$ cat config.mk
export PLATFORM = sky130hd
export DESIGN_NAME = idct_prescale
export DESIGN_NICKNAME = d
export VERILOG_FILES = /design/src/rtl/idct_ps_pkg.sv /design/src/rtl/idct_ps_pos.sv /design/src/rtl/idct_ps_rom.sv /design/src/rtl/idct_ps_mac.sv /design/src/rtl/idct_prescale.sv
export SDC_FILE = /design/constraint.sdc
export NUM_CORES = 1
export LEC_CHECK = 0
export BUFFER_PORTS_ARGS = -buffer_cell sky130_fd_sc_hd__buf_2
export CAP_MARGIN = 20
export CORE_ASPECT_RATIO = 1.75
export CORE_MARGIN = 10
export CORE_UTILIZATION = 39
export CTS_CLUSTER_DIAMETER = 40
export DETAILED_ROUTE_END_ITERATION = 12
export SLEW_MARGIN = 40
export SYNTH_ARGS = -nofsm -noshare
export SYNTH_HDL_FRONTEND = slang
export SYNTH_HIERARCHICAL = 1
export SYNTH_SLANG_ARGS = --single-unit
$ cat constraint.sdc
create_clock -name clk -period 32 [get_ports clk]
set_input_delay 6.4 -clock clk [delete_from_list [all_inputs] [get_ports clk]]
set_output_delay 6.4 -clock clk [all_outputs]
set_load 0.02 [all_outputs]
$ cat src/rtl/idct_ps_pkg.sv
package idct_ps_pkg;

  localparam int BLK   = 8;
  localparam int NPOS  = BLK * BLK;
  localparam int POS_W = $clog2(NPOS);
  localparam int IDX_W = $clog2(BLK);

  // Output scale factors of the scaled 8-point inverse flow graph
  function automatic real aan_scale(input int k);
    real s;
    case (k)
      0:       s = 0.3535533906;
      1:       s = 0.4499881115;
      2:       s = 0.6532814824;
      3:       s = 0.2548977895;
      4:       s = 0.3535533906;
      5:       s = 1.2814577239;
      6:       s = 0.2705980501;
      7:       s = 0.3006724435;
      default: s = 0.0;
    endcase
    return s;
  endfunction

  function automatic real pow2r(input int n);
    real r;
    r = 1.0;
    for (int i = 0; i < n; i++) r = r * 2.0;
    return r;
  endfunction

  function automatic real scaled_point(input int pos, input int p1);
    return aan_scale(pos / BLK) * aan_scale(pos % BLK) * pow2r(p1);
  endfunction

  // Integer main weight, rounded to nearest
  function automatic int main_weight(input int pos, input int p1);
    return $rtoi($floor(scaled_point(pos, p1) + 0.5));
  endfunction

  // Signed residue of the main weight, expressed in 2^-p2 units
  function automatic int corr_weight(input int pos, input int p1, input int p2);
    real resid;
    resid = scaled_point(pos, p1) - real'(main_weight(pos, p1));
    return $rtoi($floor(resid * pow2r(p2) + 0.5));
  endfunction

endpackage

$ cat src/rtl/idct_ps_pos.sv
module idct_ps_pos
  import idct_ps_pkg::*;
(
  input  logic             clk,
  input  logic             rst,
  input  logic             in_valid,
  input  logic             seq_mode,
  input  logic [IDX_W-1:0] in_row,
  input  logic [IDX_W-1:0] in_col,
  output logic [POS_W-1:0] pos
);

  logic [POS_W-1:0] cnt_q;
  logic             step;

  assign step = in_valid & seq_mode;

  always_ff @(posedge clk) begin
    if (rst)
      cnt_q <= '0;
    else if (step)
      cnt_q <= (cnt_q == POS_W'(NPOS - 1)) ? '0 : cnt_q + 1'b1;
  end

  assign pos = seq_mode ? cnt_q : {in_row, in_col};

  AST_RASTER_WRAP: assert property (@(posedge clk) disable iff (rst)
    step && cnt_q == POS_W'(NPOS - 1) |=> cnt_q == '0);
  AST_RASTER_STEP: assert property (@(posedge clk) disable iff (rst)
    step && cnt_q != POS_W'(NPOS - 1) |=> cnt_q == POS_W'($past(cnt_q) + 1'b1));
  AST_RASTER_IDLE: assert property (@(posedge clk) disable iff (rst)
    !step |=> $stable(cnt_q));

endmodule

$ cat src/rtl/idct_ps_rom.sv
module idct_ps_rom
  import idct_ps_pkg::*;
#(
  parameter int P1  = 18,
  parameter int P2  = 3,
  parameter int C0W = P1 + 2,
  parameter int C1W = P2 + 2
) (
  input  logic [POS_W-1:0]      pos,
  output logic signed [C0W-1:0] w_main,
  output logic signed [C1W-1:0] w_corr
);

  logic signed [C0W-1:0] tab_main [NPOS];
  logic signed [C1W-1:0] tab_corr [NPOS];

  for (genvar g = 0; g < NPOS; g++) begin : g_tab
    localparam int WM = main_weight(g, P1);
    localparam int WC = corr_weight(g, P1, P2);
    assign tab_main[g] = C0W'(WM);
    assign tab_corr[g] = C1W'(WC);
  end

  assign w_main = tab_main[pos];
  assign w_corr = tab_corr[pos];

endmodule

$ cat src/rtl/idct_ps_mac.sv
module idct_ps_mac
  import idct_ps_pkg::*;
#(
  parameter int IN_W  = 12,
  parameter int P1    = 18,
  parameter int P2    = 3,
  parameter int C0W   = P1 + 2,
  parameter int C1W   = P2 + 2,
  parameter int OUT_W = 32
) (
  input  logic                    clk,
  input  logic                    rst,
  input  logic                    in_valid,
  input  logic signed [IN_W-1:0]  din,
  input  logic [POS_W-1:0]        pos,
  input  logic signed [C0W-1:0]   w_main,
  input  logic signed [C1W-1:0]   w_corr,
  output logic                    out_valid,
  output logic signed [OUT_W-1:0] out_data,
  output logic [POS_W-1:0]        out_pos
);

  localparam int    PMW    = IN_W + C0W;
  localparam int    PCW    = IN_W + C1W;
  localparam int    SW     = PMW + 2;
  localparam longint BIAS_L = longint'(1) << (P1 - 1);

  logic signed [PMW-1:0]   prod_main;
  logic signed [PCW-1:0]   prod_corr;
  logic signed [PCW-1:0]   corr_sh;
  logic signed [SW-1:0]    bias_v;
  logic signed [SW-1:0]    sum;
  logic signed [OUT_W-1:0] clamped;

  assign prod_main = din * w_main;
  assign prod_corr = din * w_corr;
  assign corr_sh   = prod_corr >>> P2;
  assign bias_v    = (pos == '0) ? SW'(BIAS_L) : '0;
  assign sum       = SW'(prod_main) + SW'(corr_sh) + bias_v;

  if (SW > OUT_W) begin : g_clamp
    localparam logic signed [SW-1:0] MAXS = SW'((longint'(1) << (OUT_W - 1)) - 1);
    localparam logic signed [SW-1:0] MINS = ~MAXS;
    always_comb begin
      if (sum > MAXS)      clamped = {1'b0, {(OUT_W-1){1'b1}}};
      else if (sum < MINS) clamped = {1'b1, {(OUT_W-1){1'b0}}};
      else                 clamped = sum[OUT_W-1:0];
    end
  end else begin : g_wide
    assign clamped = OUT_W'(sum);
  end

  always_ff @(posedge clk) begin
    if (rst) begin
      out_valid <= 1'b0;
      out_data  <= '0;
      out_pos   <= '0;
    end else begin
      out_valid <= in_valid;
      if (in_valid) begin
        out_data <= clamped;
        out_pos  <= pos;
      end
    end
  end

  AST_VALID_FOLLOW: assert property (@(posedge clk) disable iff (rst)
    in_valid |=> out_valid);
  AST_VALID_DROP: assert property (@(posedge clk) disable iff (rst)
    !in_valid |=> !out_valid);
  AST_HOLD_IDLE: assert property (@(posedge clk) disable iff (rst)
    !in_valid |=> $stable(out_data));

endmodule

$ cat src/rtl/idct_prescale.sv
module idct_prescale
  import idct_ps_pkg::*;
#(
  parameter int IN_W  = 12,
  parameter int P1    = 18,
  parameter int P2    = 3,
  parameter int OUT_W = 32
) (
  input  logic                    clk,
  input  logic                    rst,
  input  logic                    in_valid,
  input  logic signed [IN_W-1:0]  in_data,
  input  logic                    seq_mode,
  input  logic [IDX_W-1:0]        in_row,
  input  logic [IDX_W-1:0]        in_col,
  output logic                    out_valid,
  output logic signed [OUT_W-1:0] out_data,
  output logic [POS_W-1:0]        out_pos
);

  localparam int C0W = P1 + 2;
  localparam int C1W = P2 + 2;

  logic [POS_W-1:0]      pos_sel;
  logic signed [C0W-1:0] w_main;
  logic signed [C1W-1:0] w_corr;

  idct_ps_pos u_pos (
    .clk      (clk),
    .rst      (rst),
    .in_valid (in_valid),
    .seq_mode (seq_mode),
    .in_row   (in_row),
    .in_col   (in_col),
    .pos      (pos_sel)
  );

  idct_ps_rom #(.P1(P1), .P2(P2), .C0W(C0W), .C1W(C1W)) u_rom (
    .pos    (pos_sel),
    .w_main (w_main),
    .w_corr (w_corr)
  );

  idct_ps_mac #(
    .IN_W(IN_W), .P1(P1), .P2(P2), .C0W(C0W), .C1W(C1W), .OUT_W(OUT_W)
  ) u_mac (
    .clk       (clk),
    .rst       (rst),
    .in_valid  (in_valid),
    .din       (in_data),
    .pos       (pos_sel),
    .w_main    (w_main),
    .w_corr    (w_corr),
    .out_valid (out_valid),
    .out_data  (out_data),
    .out_pos   (out_pos)
  );

  AST_POS_ECHO: assert property (@(posedge clk) disable iff (rst)
    in_valid |=> out_pos == $past(pos_sel));
  AST_ZERO_AC: assert property (@(posedge clk) disable iff (rst)
    in_valid && in_data == '0 && pos_sel != '0 |=> out_data == '0);

  if (OUT_W > P1) begin : g_dc_chk
    localparam logic signed [OUT_W-1:0] DC_BIAS = OUT_W'(longint'(1) << (P1 - 1));
    AST_DC_BIAS_ONLY: assert property (@(posedge clk) disable iff (rst)
      in_valid && in_data == '0 && pos_sel == '0 |=> out_data == DC_BIAS);
  end

endmodule

Word-level counts from Yosys, hierarchy flattened
Memories as Yosys holds them, arrays and structs flattened.
Index checks and enable logic that the tools add are counted.

word-level totals
  logic and storage cells = 27
  memory bits (read-only) = 1600
  output and inout bits = 39
  bits of input ports = 22
  memories = 2
  register bits = 45

memories
  name              depth  bits a word  read ports  clocked after memory_dff  wr ports  RTL line           source
  (name not given)  64     20           1           0                         0         idct_ps_rom.sv:24  assign w_main = tab_main[pos];
  (name not given)  64     5            1           0                         0         idct_ps_rom.sv:25  assign w_corr = tab_corr[pos];

cells by class
  reductions and logical operators = 1
  $mul = 2
  bitwise operators = 2
  muxes and demuxes = 9
  equal/unequal tests = 1
  add/subtract/negate cells = 3
  magnitude comparators = 3

operators with widths
  cell                                                              count
  2-to-1 mux 32 bit                                                 2
  2-to-1 mux 20 bit                                                 2
  adder 34 bit                                                      1
  greater-than comparator 34 x 32 -> 1 bit (second input constant)  1
  less-than comparator 34 x 32 -> 1 bit (second input constant)     1
  adder 32 x 14 -> 33 bit                                           1
  multiplier 12 x 20 -> 32 bit                                      1
  2-to-1 mux 18 bit                                                 1
  multiplier 12 x 5 -> 17 bit                                       1
  2-to-1 mux 6 bit                                                  2
  2-to-1 mux 5 bit                                                  2
  greater-or-equal comparator 7 bit (second input constant)         1
  inverter 6 -> 7 bit                                               1
  adder 6 x 1 -> 6 bit (second input constant)                      1
  equality test 6 bit (second input constant)                       1
  logical NOT 6 bit                                                 1
  bitwise AND 1 bit                                                 1

Logic depth before layout (Yosys ltp)
Gate-level depths: netlist (run 1).

  depth after elaboration = 11
  depth in mapped cells = 50

Modules after synthesis
The synthesis (run 1) kept the hierarchy.

modules (own cells, without submodules)
  module       cells each  area each (um^2)  instances
  idct_ps_mac  1495        13442.9           1
  idct_ps_rom  279         1751.7            1
  idct_ps_pos  41          371.6             1

Least setup slack after synthesis (run 1)
No wires, ideal clock.

  path kind = in2reg
  from = in seq_mode
  to = reg u_mac.out_data[26]
  arrival = 17042 ps
  stages = 45
  required time = 31919 ps
  path slack = 14876 ps
  setup time = 81 ps
  cells stage by stage = buf_6 mux2_2 buf_2 inv_1 ha_1 clkbuf_1 and2_1 nor3_1 nor2_1 a211oi_1 clkbuf_1 and2_1 fa_1 inv_1 fa_1 fa_1 inv_1 ha_1 [9 not listed] fa_1 inv_1 fa_1 fa_1 inv_1 fa_1 fa_1 ha_1 clkbuf_1 nand2_1 nor4_4 o2111ai_2 a311oi_2 nand3b_2 o211ai_2 buf_4 nand3_1 a211oi_2

on the way
  longest elaborated chain between the ends = 11
  elaborated cells between the ends (all ways) = 18
  those cells by class = add/sub (2); mul (2); order compare (2); mux (8); bitwise (1); reduce/logical (1); memory (2)

RTL lines
  item                                                   RTL line             source
  start, declared                                        idct_prescale.sv:13  input logic seq_mode,
  2-to-1 mux 6 bit *                                     idct_ps_pos.sv:25    assign pos = seq_mode ? cnt_q : {in_row, in_col};
  via pos_sel[1]                                         idct_prescale.sv:24  logic [POS_W-1:0] pos_sel;
  inverter 6 -> 7 bit (not written as such) *            idct_ps_rom.sv:25
  memory (64 x 5 bit) *                                  --
  2-to-1 mux 5 bit (not written as such) * (2 in a row)  idct_ps_rom.sv:25
  via w_corr[1]                                          idct_prescale.sv:26  logic signed [C1W-1:0] w_corr;
  multiplier 12 x 5 -> 17 bit *                          idct_ps_mac.sv:36    assign prod_corr = din * w_corr;
  adder 32 x 14 -> 33 bit *                              idct_ps_mac.sv:39    assign sum = SW'(prod_main) + SW'(corr_sh) + bias_v;
  adder 34 bit *                                         idct_ps_mac.sv:39
  less-than comparator 34 x 32 -> 1 bit                  idct_ps_mac.sv:46    else if (sum < MINS) clamped = {1'b1, {(OUT_W-1){1'b0}}};
  2-to-1 mux 32 bit                                      idct_ps_mac.sv:46
  2-to-1 mux 32 bit *                                    idct_ps_mac.sv:45    if (sum > MAXS) clamped = {1'b0, {(OUT_W-1){1'b1}}};
  end signal, assigned                                   idct_ps_mac.sv:61    out_data <= clamped;
  end, declared                                          idct_ps_mac.sv:19    output logic signed [OUT_W-1:0] out_data,

The timed path passes the listed nets; every way through them passes the cells marked *. The select of a mux whose other input is x is not followed.
A chain may end at the register's enable or synchronous reset.

Worst setup path after layout (run 1)
  from = in seq_mode
  to = reg u_mac.out_data[24]

Same word-level chain as after synthesis.

==> impl_metrics.csv, run 1 <==
group,metric,value,unit
outcome,status,"finished clean",
clock_tree,cts_hold_buf,0,
logic_synthesis,yosys.area.top_type_share,0.367,
logic_synthesis,ys_types,87,
floorplanning,core_area,39400,µm²
routing,vias,12300,
final_layout,diodes,0,
logic_synthesis,synth-edff-count,0,
worst_setup_path,r2r_cells,41,
sta,fin_tns_setup,0,ns
worst_hold_path,hold_class,"register to register",
logic_synthesis,synth.avg_cell_area,8.58,µm²
clock_tree,clkTransAtPathRegs,0.07,ns
sta,clock_skew,0.00576,ns
sta,finalSetupViolations,0,
final_layout,syn_to_final_growth,4.57,%
clock_tree,numCtsBuffers,5,
clock_tree,cts_resized,0,
sta,slew_headroom,0.449,
routing,routedWlPerCell,19.0,µm
final_layout,drive_gt1_frac,0.0862,
floorplanning,io_pins,61,
routing,drt-pass1-iter-count,4,
sta,post-route-min-period,18.48,ns
sta,clock.fmax,0.0541,GHz
worst_setup_path,r2r_start,"u_pos/cnt_q[0]$_SDFFE_PP0P_",
logic_synthesis,yosysSeqAreaShare,0.0579,
logic_synthesis,synth_common_cells,"inv_1 (335), fa_1 (285), nand2_1 (225)",
clock_tree,cts_root_buf,"clkbuf_16",
logic_synthesis,syn_inst,1815,
routing,drc,0,
global_routing,grt_first_pass_wirelength,72300,µm
worst_hold_path,hold_path_startpoint,"u_mac/out_data[1]$_SDFFE_PP0P_",
worst_hold_path,hold_path_end,"u_mac/out_data[1]$_SDFFE_PP0P_",
global_routing,overflow,0,
clock_tree,clk_latency,0.31,ns
final_layout,finalNetCount,2213,
global_routing,grt_pass1_vias,13600,
sta,rsz0062_at_grt,"no",
floorplanning,die_y,284,µm
logic_synthesis,async_flop_share,0,
sta,worstMarginPinSlew,0.826,ns
routing,postRouteAntennaNets,0,
worst_setup_path,end_kind,"register",
worst_setup_path,cp-start-kind,"input port",
logic_synthesis,synth_area,15600,µm²
logic_synthesis,yosysMostFrequentCell,"inv_1",
sta,final_max_slew_viol_count,0,
floorplanning,dieArea,48600,µm²
worst_setup_path,reg2reg_slack,19.51,ns
sta,min_period_over_period,0.577,
job,drv_cap,0,
global_routing,grt_max_degree,72,
sta,timing_hold_violations_final,0,
logic_synthesis,ys_ff_latch,45,
logic_synthesis,yosys_warnings,6,
clock_tree,clock-sinks,45,
floorplanning,start_util,0.395,
placement,port_buffers,60,
logic_synthesis,synthesis.nets,2242,
routing,vias_per_cell,5.40,
worst_setup_path,crit_top_cell,"fa_1",
worst_setup_path,critPathArrivalTime,18.64,ns
global_routing,antenna_found_initial,0,
worst_setup_path,crit_required,32.16,ns
clock_tree,cts_max_path_buffers,2,
worst_hold_path,holdPathStages,2,
floorplanning,die_w,171,µm
routing,drt_iter0_markers,465,
placement,dp_hpwl,35200,µm
worst_setup_path,path_class,"input port to register",
clock_tree,h-tree-depth,2,
worst_setup_path,worst_r2r_endpoint,"u_mac/out_data[24]$_SDFFE_PP0P_",
worst_setup_path,crit_path_max_incr_delay,0.64,ns
placement,place_congestion,0.956,
worst_setup_path,startpoint,"seq_mode",
logic_synthesis,synth_area_leaders,"fa_1 (37%), ha_1 (9.6%), inv_1 (8.1%), dfxtp_1 (5.8%), nand2_1 (5.4%)",
worst_setup_path,cp_max_fo,25,
worst_setup_path,crit_slowest_cell,"nor2b_1",
logic_synthesis,synth_area_leader_cell,"fa_1",
clock_tree,cts_tree,"done",
final_layout,fill_cells,4024,
floorplanning,num_rows,96,
logic_synthesis,synth_ff_type,"dfxtp_1",
global_routing,grt_usage,0.185,
routing,drt-total-wl,43400,µm
clock_tree,postCtsSetupBuffers,0,
==> state kept, by name, summed over array words and instances, names as in the netlist <==
name	flops
u_mac/out_pos	6
u_mac/out_valid	1
u_pos/cnt_q	6
u_mac/out_data	32
==> metal layers <==
metal	vias to the layer above	wire length, µm	global-route usage
met4	0	2220	0.0884
met1	6207	16300	0.208
met3	104	1420	0.0158
met5	-	0	0
met2	305	23400	0.338
li1	5670	-	-
==> cell type report <==
cell class	instances	area, µm²	share of cell area
Multi-Input combinational cell	1318	12900	0.792
Inverter	337	1260	0.0777
Sequential cell	45	901	0.0553
Tap cell	490	613	0.0377
Timing Repair Buffer	79	438	0.0269
Clock buffer	6	139	0.00853
Clock inverter	2	37.5	0.00231
==> worst max-delay path by stage <==
stage | end
floorplan | u_mac/out_data[26]$_SDFFE_PP0P_
global placement | u_mac/out_data[2]$_SDFFE_PP0P_
detailed placement | u_mac/out_data[0]$_SDFFE_PP0P_
CTS | u_mac/out_data[18]$_SDFFE_PP0P_
global route | u_mac/out_data[0]$_SDFFE_PP0P_
finish | u_mac/out_data[24]$_SDFFE_PP0P_
==> cells by family (layout without fill, tap and decap cells) <==
group / count (synthesis) / in the layout / synth area share
AO/OA/AOI/OAI: 265 / 265 / 0.133
XOR/XNOR: 45 / 45 / 0.0253
adder cells (fa/ha/maj): 405 / 405 / 0.463
buffers and inverters: 452 / 424 / 0.117
flip-flops: 45 / 45 / 0.0579
multiplexers: 29 / 29 / 0.0209
other: 1 / 1 / 0.000241
AND/OR/NAND/NOR: 573 / 573 / 0.183
==> layout by cell type, fill, tap and decap left out, types with 40 or more instances in the layout <==
cell,count
a21oi_1,54
and2_1,119
buf_2,62
dfxtp_1,45
fa_1,285
ha_1,120
inv_1,335
nand2_1,225
nand2b_1,40
nor2_1,69
==> per-stage QoR <==
stage | instance area (µm²) | utilization | hold slack [ns] | std cells | setup slack (ns)
floorplan | 15600 | - | 0.470 | 1815 | 14.88
global placement | 16100 | 0.408 | 0.458 | 2267 | 12.83
detailed placement | 16100 | 0.409 | 0.467 | 2269 | 13.27
CTS | 16300 | 0.413 | 0.478 | 2277 | 13.55
global route | 16300 | 0.413 | 0.499 | 2277 | 12.58
finish | 16300 | 0.413 | 0.477 | 2277 | 13.52
==> worst max-delay path: cells and delay by family <==
family	cells	cell delay [ns]
buffers and inverters	7	1.10
XOR/XNOR	1	0.59
adder cells (fa/ha/maj)	11	5.08
multiplexers	1	0.57
AO/OA/AOI/OAI	15	3.23
AND/OR/NAND/NOR	7	1.63
Power of run 1 is not shown: default switching activity piles up to over one toggle a cycle in this logic, so the estimate is an artifact.
==> run 2, diff against run 1 <==
- clock period: 32 -> 15.59 ns (I/O delays scaled with it)
==> impl_metrics.csv, run 2 (same netlist as run 1, synthesis figures left out) <==
group,metric,value,unit
outcome,status,"finished clean",
worst_setup_path,startpoint,"seq_mode",
worst_setup_path,critPathArrivalTime,14.58,ns
sta,timing_hold_violations_final,0,
global_routing,overflow,0,
routing,vias_per_cell,5.42,
sta,post-route-min-period,14.45,ns
sta,slew_headroom,0.457,
placement,post-place-ws,0.781,ns
final_layout,layout_common_cells,"inv_1 (335), fa_1 (285), nand2_1 (225), ha_1 (120), and2_1 (119)",
sta,rsz0062_at_grt,"no",
worst_setup_path,crit_top_cell,"fa_1",
worst_hold_path,hold_path_startpoint,"u_mac/out_data[1]$_SDFFE_PP0P_",
clock_tree,cts_tree,"done",
worst_setup_path,r2r_cells,41,
floorplanning,die_w,171,µm
routing,routedWlPerCell,19.2,µm
global_routing,grt_max_degree,48,
global_routing,antenna_found_initial,0,
final_layout,syn_to_final_growth,5.12,%
placement,port_buffers,60,
clock_tree,cts_max_path_buffers,2,
sta,finalSetupViolations,0,
floorplanning,die_y,284,µm
clock_tree,postCtsSetupBuffers,0,
worst_setup_path,crit_path_max_incr_delay,0.69,ns
worst_hold_path,hold_class,"register to register",
global_routing,grt_pass1_vias,13500,
routing,drt-pass1-iter-count,5,
routing,drt-total-wl,44100,µm
sta,fin_tns_setup,0,ns
routing,postRouteAntennaNets,0,
sta,clock_skew,0.00331,ns
worst_hold_path,hold_path_end,"u_mac/out_data[1]$_SDFFE_PP0P_",
clock_tree,cts_hold_buf,0,
global_routing,grt_usage,0.185,
floorplanning,num_rows,96,
clock_tree,cts_resized,0,
clock_tree,clock-sinks,45,
sta,fin_ws,1.14,ns
worst_setup_path,r2r_start,"u_pos/cnt_q[1]$_SDFFE_PP0P_",
global_routing,grt_first_pass_wirelength,72200,µm
floorplanning,io_pins,61,
clock_tree,clk_latency,0.29,ns
sta,min_period_over_period,0.927,
clock_tree,cts_root_buf,"clkbuf_16",
final_layout,reg_top3,"u_mac/out_data x32, u_mac/out_pos x6, u_pos/cnt_q x6",
routing,vias,12400,
floorplanning,start_util,0.395,
final_layout,diodes,0,
floorplanning,core_area,39400,µm²
worst_setup_path,end_kind,"register",
routing,drc,0,
worst_setup_path,reg2reg_slack,3.88,ns
floorplanning,dieArea,48600,µm²
worst_setup_path,cp-start-kind,"input port",
final_layout,layout_commonest_cell,"inv_1",
worst_setup_path,crit_slowest_cell,"nor2b_1",
worst_setup_path,path_class,"input port to register",
worst_setup_path,crit_required,15.73,ns
clock_tree,clkTransAtPathRegs,0.06,ns
routing,drt_iter0_markers,510,
sta,worstMarginPinSlew,0.812,ns
placement,dp_hpwl,36300,µm
worst_setup_path,worst_r2r_endpoint,"u_mac/out_data[14]$_SDFFE_PP0P_",
sta,clock.fmax,0.0692,GHz
final_layout,final-seq-area,901,µm²
worst_setup_path,cp_max_fo,25,
final_layout,multi_input_area,12900,µm²
final_layout,largest_reg_flops,32,
job,drv_cap,0,
final_layout,top_register,"u_mac/out_data",
clock_tree,h-tree-depth,2,
final_layout,finalNetCount,2229,
clock_tree,numCtsBuffers,5,
final_layout,fill_cells,3990,
final_layout,drive_gt1_frac,0.0916,
worst_hold_path,holdPathStages,2,
sta,final_max_slew_viol_count,0,
placement,place_congestion,0.947,
run 2: metal layers:
layer | up-vias | wire, µm | global-route usage
met5 | - | 0 | 0
li1 | 5691 | - | -
met4 | 0 | 2660 | 0.103
met3 | 110 | 1620 | 0.0144
met1 | 6274 | 16400 | 0.204
met2 | 358 | 23400 | 0.338
run 2: worst max-delay path: cells and delay by family:
kind                     cells  cell delay, ns
AND/OR/NAND/NOR              7            1.66
adder cells (fa/ha/maj)     11            4.94
AO/OA/AOI/OAI               15            2.80
multiplexers                 1            0.38
buffers and inverters        7            1.06
XOR/XNOR                     1            0.57
run 2: how the worst max path moves through the flow:
| stage | slack (ns) | end | depth (start not counted) |
|---|---|---|---|
| finish | 1.14 | u_mac/out_data[14]$_SDFFE_PP0P_ | 42 |
| global route | 0.64 | u_mac/out_data[14]$_SDFFE_PP0P_ | 43 |
| CTS | 1.07 | u_mac/out_data[14]$_SDFFE_PP0P_ | 43 |
| detailed placement | 0.78 | u_mac/out_data[23]$_SDFFE_PP0P_ | 43 |
| global placement | 0.68 | u_mac/out_data[14]$_SDFFE_PP0P_ | 42 |
| floorplan | 1.75 | u_mac/out_data[26]$_SDFFE_PP0P_ | 45 |
run 2: through the flow:
stage | instances | cell area (µm²) | hold WS, ns | util
2_1_floorplan | 1815 | 15600 | 0.470 | -
3_3_place_gp | 2284 | 16200 | 0.459 | 0.411
3_5_place_dp | 2285 | 16200 | 0.461 | 0.412
4_1_cts | 2292 | 16400 | 0.477 | 0.415
5_1_grt | 2292 | 16400 | 0.490 | 0.415
6_report | 2292 | 16400 | 0.476 | 0.415
run 2: final cells by class:
type | count | share of cell area
Multi-Input combinational cell | 1318 | 0.786
Inverter | 337 | 0.0773
Sequential cell | 45 | 0.0551
Tap cell | 490 | 0.0375
Timing Repair Buffer | 95 | 0.0350
Clock buffer | 7 | 0.00872
Power of run 2 is left out for the same reason.
